## src/rtl/evs_pkg.sv

```systemverilog
package evs_pkg;
  // Control word field positions; these positions are decoded by software.
  localparam int unsigned CTL_EN_BIT  = 2;
  localparam int unsigned CTL_POL_BIT = 3;
  localparam int unsigned CTL_SEL_LSB = 4;

  typedef enum logic {
    EDGE_RISE = 1'b0,
    EDGE_FALL = 1'b1
  } edge_kind_e;
endpackage

```

## src/rtl/evs_rst_sync.sv

```systemverilog
module evs_rst_sync #(
  parameter int unsigned STAGES = 2
) (
  input  logic clk,
  input  logic rst_n,
  output logic rst_sync_n
);
  logic [STAGES-1:0] sync_q;
  logic [STAGES-1:0] sync_d;

  always_comb begin
    sync_d = {sync_q[STAGES-2:0], 1'b1};
  end

  always_ff @(posedge clk or negedge rst_n) begin
    if (!rst_n) begin
      sync_q <= '0;
    end else begin
      sync_q <= sync_d;
    end
  end

  assign rst_sync_n = sync_q[STAGES-1];
endmodule

```

## src/rtl/evs_bit_pick.sv

```systemverilog
module evs_bit_pick import evs_pkg::*; #(
  parameter int unsigned SEL_W = 4,
  localparam int unsigned NB   = 1 << SEL_W
) (
  input  logic [NB-1:0]    prev_i,
  input  logic [NB-1:0]    curr_i,
  input  logic [SEL_W-1:0] sel_i,
  input  edge_kind_e       kind_i,
  output logic             hit_o
);
  logic [NB-1:0] rise_v;
  logic [NB-1:0] fall_v;

  // One transition detector per watchable bit position.
  for (genvar i = 0; i < NB; i++) begin : g_bit
    assign rise_v[i] = ~prev_i[i] &  curr_i[i];
    assign fall_v[i] =  prev_i[i] & ~curr_i[i];
  end

  always_comb begin
    if (kind_i == EDGE_FALL) begin
      hit_o = fall_v[sel_i];
    end else begin
      hit_o = rise_v[sel_i];
    end
  end
endmodule

```

## src/rtl/evs_channel.sv

```systemverilog
module evs_channel import evs_pkg::*; #(
  parameter int unsigned SEL_W = 4,
  localparam int unsigned NB    = 1 << SEL_W,
  localparam int unsigned CTL_W = CTL_SEL_LSB + SEL_W
) (
  input  logic             clk,
  input  logic             rst_n,
  input  logic [NB-1:0]    cnt_i,
  input  logic [CTL_W-1:0] ctl_i,
  input  logic             mask_i,
  output logic             evt_o
);
  // state
  logic [NB-1:0]    prev_q, prev_d;
  logic [CTL_W-1:0] ctl_q, ctl_d;
  logic             vld_q, vld_d;
  logic             fresh_q, fresh_d;
  logic             evt_q, evt_d;

  // decode of the active control word
  logic             ctl_en;
  edge_kind_e       ctl_kind;
  logic [SEL_W-1:0] ctl_sel;
  logic             ctl_ce;
  logic             edge_hit;
  logic             unused_ctl;

  assign ctl_en     = ctl_q[CTL_EN_BIT];
  assign ctl_kind   = edge_kind_e'(ctl_q[CTL_POL_BIT]);
  assign ctl_sel    = ctl_q[CTL_SEL_LSB +: SEL_W];
  assign unused_ctl = ^ctl_q[1:0];

  evs_bit_pick #(
    .SEL_W (SEL_W)
  ) u_pick (
    .prev_i (prev_q),
    .curr_i (cnt_i),
    .sel_i  (ctl_sel),
    .kind_i (ctl_kind),
    .hit_o  (edge_hit)
  );

  // next state
  always_comb begin
    ctl_ce  = (ctl_i != ctl_q);
    ctl_d   = ctl_ce ? ctl_i : ctl_q;
    fresh_d = ctl_ce;
    prev_d  = cnt_i;
    vld_d   = 1'b1;
    evt_d   = vld_q & ctl_en & ~fresh_q & edge_hit & ~mask_i;
  end

  // registers
  always_ff @(posedge clk or negedge rst_n) begin
    if (!rst_n) begin
      prev_q  <= '0;
      vld_q   <= 1'b0;
      fresh_q <= 1'b0;
      evt_q   <= 1'b0;
    end else begin
      prev_q  <= prev_d;
      vld_q   <= vld_d;
      fresh_q <= fresh_d;
      evt_q   <= evt_d;
    end
  end

  always_ff @(posedge clk or negedge rst_n) begin
    if (!rst_n) begin
      ctl_q <= '0;
    end else if (ctl_ce) begin
      ctl_q <= ctl_d;
    end
  end

  assign evt_o = evt_q;
endmodule

```

## src/rtl/evs_stream_pair.sv

```systemverilog
module evs_stream_pair import evs_pkg::*; #(
  parameter int unsigned CNT_W  = 64,
  parameter int unsigned SEL_W  = 4,
  localparam int unsigned NB    = 1 << SEL_W,
  localparam int unsigned CTL_W = CTL_SEL_LSB + SEL_W
) (
  input  logic             clk,
  input  logic             rst_n,
  input  logic [CNT_W-1:0] virt_cnt_i,
  input  logic [CNT_W-1:0] phys_cnt_i,
  input  logic [CTL_W-1:0] kern_ctl_i,
  input  logic [CTL_W-1:0] hyp_ctl_i,
  input  logic             irq_mask_i,
  output logic             kern_evt_o,
  output logic             hyp_evt_o
);
  localparam int unsigned NCH = 2;
  localparam int unsigned CH_KERN = 0;
  localparam int unsigned CH_HYP  = 1;

  logic             rst_int_n;
  logic [NB-1:0]    cnt_a [NCH];
  logic [CTL_W-1:0] ctl_a [NCH];
  logic [NCH-1:0]   evt_a;

  evs_rst_sync #(
    .STAGES (2)
  ) u_rst (
    .clk        (clk),
    .rst_n      (rst_n),
    .rst_sync_n (rst_int_n)
  );

  // Only the low NB bits can ever be selected.
  assign cnt_a[CH_KERN] = virt_cnt_i[NB-1:0];
  assign cnt_a[CH_HYP]  = phys_cnt_i[NB-1:0];
  assign ctl_a[CH_KERN] = kern_ctl_i;
  assign ctl_a[CH_HYP]  = hyp_ctl_i;

  if (CNT_W > NB) begin : g_hi
    logic unused_hi;
    assign unused_hi = ^{virt_cnt_i[CNT_W-1:NB], phys_cnt_i[CNT_W-1:NB]};
  end

  for (genvar c = 0; c < NCH; c++) begin : g_ch
    evs_channel #(
      .SEL_W (SEL_W)
    ) u_ch (
      .clk    (clk),
      .rst_n  (rst_int_n),
      .cnt_i  (cnt_a[c]),
      .ctl_i  (ctl_a[c]),
      .mask_i (irq_mask_i),
      .evt_o  (evt_a[c])
    );
  end

  assign kern_evt_o = evt_a[CH_KERN];
  assign hyp_evt_o  = evt_a[CH_HYP];
endmodule

```

## config.mk

```make
export PLATFORM = sky130hd
export DESIGN_NAME = evs_stream_pair
export DESIGN_NICKNAME = d
export VERILOG_FILES = /design/src/rtl/evs_pkg.sv /design/src/rtl/evs_rst_sync.sv /design/src/rtl/evs_bit_pick.sv /design/src/rtl/evs_channel.sv /design/src/rtl/evs_stream_pair.sv
export SDC_FILE = /design/constraint.sdc
export NUM_CORES = 1
export LEC_CHECK = 0
export BUFFER_PORTS_ARGS = -buffer_cell sky130_fd_sc_hd__buf_2
export CORE_UTILIZATION = 49
export CTS_BUF_LIST = sky130_fd_sc_hd__clkbuf_8
export DETAILED_ROUTE_END_ITERATION = 12
export GPL_ROUTABILITY_DRIVEN = 0
export PLACE_DENSITY = 0.87
export SETUP_SLACK_MARGIN = 0.1
export SLEW_MARGIN = 20
export SYNTH_ARGS = -nofsm -noshare
export SYNTH_HDL_FRONTEND = slang
export SYNTH_HIERARCHICAL = 1
export SYNTH_SLANG_ARGS = --single-unit
```

## constraint.sdc

```tcl
create_clock -name clk -period 2.7 [get_ports clk]
set_input_delay 0.135 -clock clk [delete_from_list [all_inputs] [get_ports clk]]
set_output_delay 0.135 -clock clk [all_outputs]
set_load 0.01 [all_outputs]
```

==> results_dict.tcl <==
set metrics [dict create \
    hpwl_mm 3.823 \
    dr.pass1.iters 4 \
    n_antenna_cell 0 \
    comb_power_share_pct 13.7 \
    r2r_slack_ns 0.65 \
    wire_per_inst_um 14.53 \
    fin_cells 408 \
    cts_tree "yes" \
    yosysUniqueCellTypes 29 \
    clock.fmax_ghz 0.4874 \
    status "finished, final reports clean" \
    ys_warn_count 6 \
    synth_area_leaders "dfrtp_1, xor2_1, nand2b_1" \
    synth.largest_area_cell "dfrtp_1" \
    portBuffers 52 \
    fin_util_pct 70.05 \
    final_cell_mix "dfrtp_1, buf_2, dlygate4sd3_1" \
    async_flop_share_pct 100.0 \
    postCtsSetupRepairBufs 0 \
    initial_core_util_pct 52.28 \
    vias 2185 \
    synthFlopType "dfrtp_1" \
    cap_violations 0 \
    switchingPower_uw 420.1 \
    seq_area_frac_synth_pct 54.93 \
    setup_ws_ns 0.6485 \
    clockBufferDepth 2 \
    clk_pin_slew_ns 0.10 \
    p_leak_nw 1.546 \
    synth_area_per_cell_um2 10.16 \
    hold_viol_final 0 \
    cts_buffers 5 \
    antenna_found_initial 0 \
    die_area_um2 5499 \
    grt_pass1_wl_mm 9.425 \
    clock_sink_count 56 \
    layout-drive-gt1-share_pct 18.77 \
    fin_setup_tns_ns 0 \
    period_needed_ns 2.052 \
    h-tree-depth 2 \
    p_int_mw 1.284 \
    slew-limit-headroom_pct 42.73 \
    hold_path.class "input pin to async pin" \
    rsz0062_at_grt "false" \
    drtAntennaViolNets 0 \
    syn_nets 398 \
    dp_slack_ns 0.7083 \
    drtIter0Drc 121 \
    root_buffer "clkbuf_8" \
    drc 0 \
    hold_slack_ns 0.1349 \
    p_clk_share_pct 32.1 \
    synth_top_cell_area_share_pct 54.93 \
    final_nets 487 \
    slew_viol_final 0 \
    grt_overflow 0 \
    cp-start-kind "flip-flop" \
    period_share_pct 75.98 \
    seqPwrFrac_pct 54.2 \
    finalSetupViolations 0 \
    critPathRequiredTime_ns 2.94 \
    clock_latency_ns 0.30 \
    crit_start "g_ch[1].u_ch/ctl_q[4]$_DFFE_PN0P_" \
    worstRegToRegCells 6 \
    swShare_pct 24.65 \
    dieWidth_um 74.16 \
    p_per_area_nw_per_um2 498.6 \
    crit-reg2reg-launch "g_ch[1].u_ch/ctl_q[4]$_DFFE_PN0P_" \
    cp_data_arrival_time_ns 2.29 \
    crit_path_end_kind "flip-flop" \
    io_pins 149 \
    syn_inst 251 \
    coreArea_um2 4880 \
    synth_enable_flop_cells 0 \
    critPathKind "flip-flop to flip-flop" \
    tightest_slew_ns 0.8591 \
    r2r-end "g_ch[1].u_ch/evt_o$_DFF_PN0_" \
    ir_worst_vdd_mv 0.3186 \
    grt_pass1_vias 2131 \
    synth_area_um2 2551 \
    syn_to_final_growth_pct 33.99 \
    final_common_cell "dfrtp_1" \
    met3_length_um 302 \
    track_usage_pct 22.93 \
    top_layer "met4" \
    grt_max_degree 32 \
    dp_cells 350 \
    fin_skew_ns 0.006758 \
    synth_seq_cells 56 \
    vias_per_cell 5.355 \
    fillers 382 \
    rows 25 \
    wl_met1_mm 2.676 \
    wl_met2_mm 2.770 \
    wirelength_mm 5.930 \
    crit_fanout 29 \
    die_h_um 74.16 \
]
==> through the flow <==
step | instance area, µm² | total power, mW
after detailed placement | 2806 | 1.112
after CTS | 3418 | 1.710
final | 3418 | 1.704
after floorplan | 2551 | 1.038
after global placement | 2806 | 1.103
after global routing | 3418 | 1.784
==> sequential cells by signal, summed over array words and instances, names as in the netlist <==
name / cells
u_rst/sync_q: 2
g_ch.u_ch/evt_o: 2
g_ch.u_ch/prev_q: 32
g_ch.u_ch/vld_q: 2
g_ch.u_ch/fresh_q: 2
g_ch.u_ch/ctl_q: 16
==> Yosys cell counts (all sizes together) (6+ instances only) <==
cell type / n
clkbuf: 18
dfrtp: 56
nor2: 22
nand2: 14
a21oi: 16
nand2b: 16
xor2: 16
o21ai: 10
a221oi: 6
inv: 16
nor2b: 10
==> worst max-delay path: stages, from the launching register on <==
cell and delay, ns:
dfrtp_1 0.71, o311a_1 0.53, o31ai_2 0.23, nand4_1 0.12, nand4_1 0.14, nand4b_1 0.14, nor2_1 0.11
==> power groups by stage <==
stage / sequential [mW] / clock [mW] / combinational, mW
after floorplan: 0.925 / 0 / 0.112
after global placement: 0.936 / 0 / 0.167
after detailed placement: 0.940 / 0 / 0.173
after CTS: 0.924 / 0.557 / 0.229
after global routing: 0.932 / 0.596 / 0.256
final: 0.924 / 0.547 / 0.234
==> cell families after synthesis <==
group | count (synthesis) | share of synthesized area [%]
xor+xnor | 16 | 5.493
flops | 56 | 54.93
simple gates | 78 | 15.89
other cells | 3 | 0.4414
buf+inv | 40 | 6.768
compound gates | 58 | 16.48
==> area by class of cell <==
class | instances | area (µm²) | share of cell area (%)
Timing Repair Buffer | 104 | 775.7 | 22.69
Sequential cell | 56 | 1403 | 41.03
Clock inverter | 3 | 42.54 | 1.245
Tap cell | 67 | 83.83 | 2.452
Inverter | 18 | 67.56 | 1.977
Clock buffer | 5 | 68.82 | 2.013
Multi-Input combinational cell | 155 | 977.2 | 28.59
==> timing repair <==
| action | CTS | global route |
|---|---|---|
| hold buffers | 50 | 0 |
| endpoints found under the hold margin | 52 | 0 |
| resized for setup | 0 | 0 |
==> metal layers <==
| metal | vias to the layer above | GRT usage (%) |
|---|---|---|
| li1 | 1034 | - |
| met1 | 1048 | 31.75 |
| met2 | 85 | 36.67 |
| met3 | 18 | 2.575 |
| met4 | 0 | 10.26 |
| met5 | - | 0 |
==> worst max path at each step <==
stage | end | slack [ns] | depth (start not counted)
final | g_ch[1].u_ch/evt_o$_DFF_PN0_ | 0.65 | 6
after floorplan | g_ch[0].u_ch/ctl_q[0]$_DFFE_PN0P_ | 1.03 | 0
after detailed placement | g_ch[1].u_ch/evt_o$_DFF_PN0_ | 0.71 | 6
after global placement | g_ch[1].u_ch/evt_o$_DFF_PN0_ | 0.76 | 6
after CTS | g_ch[1].u_ch/evt_o$_DFF_PN0_ | 0.68 | 6
after global routing | g_ch[0].u_ch/evt_o$_DFF_PN0_ | 0.45 | 7
Power figures use the tool's default switching activity.
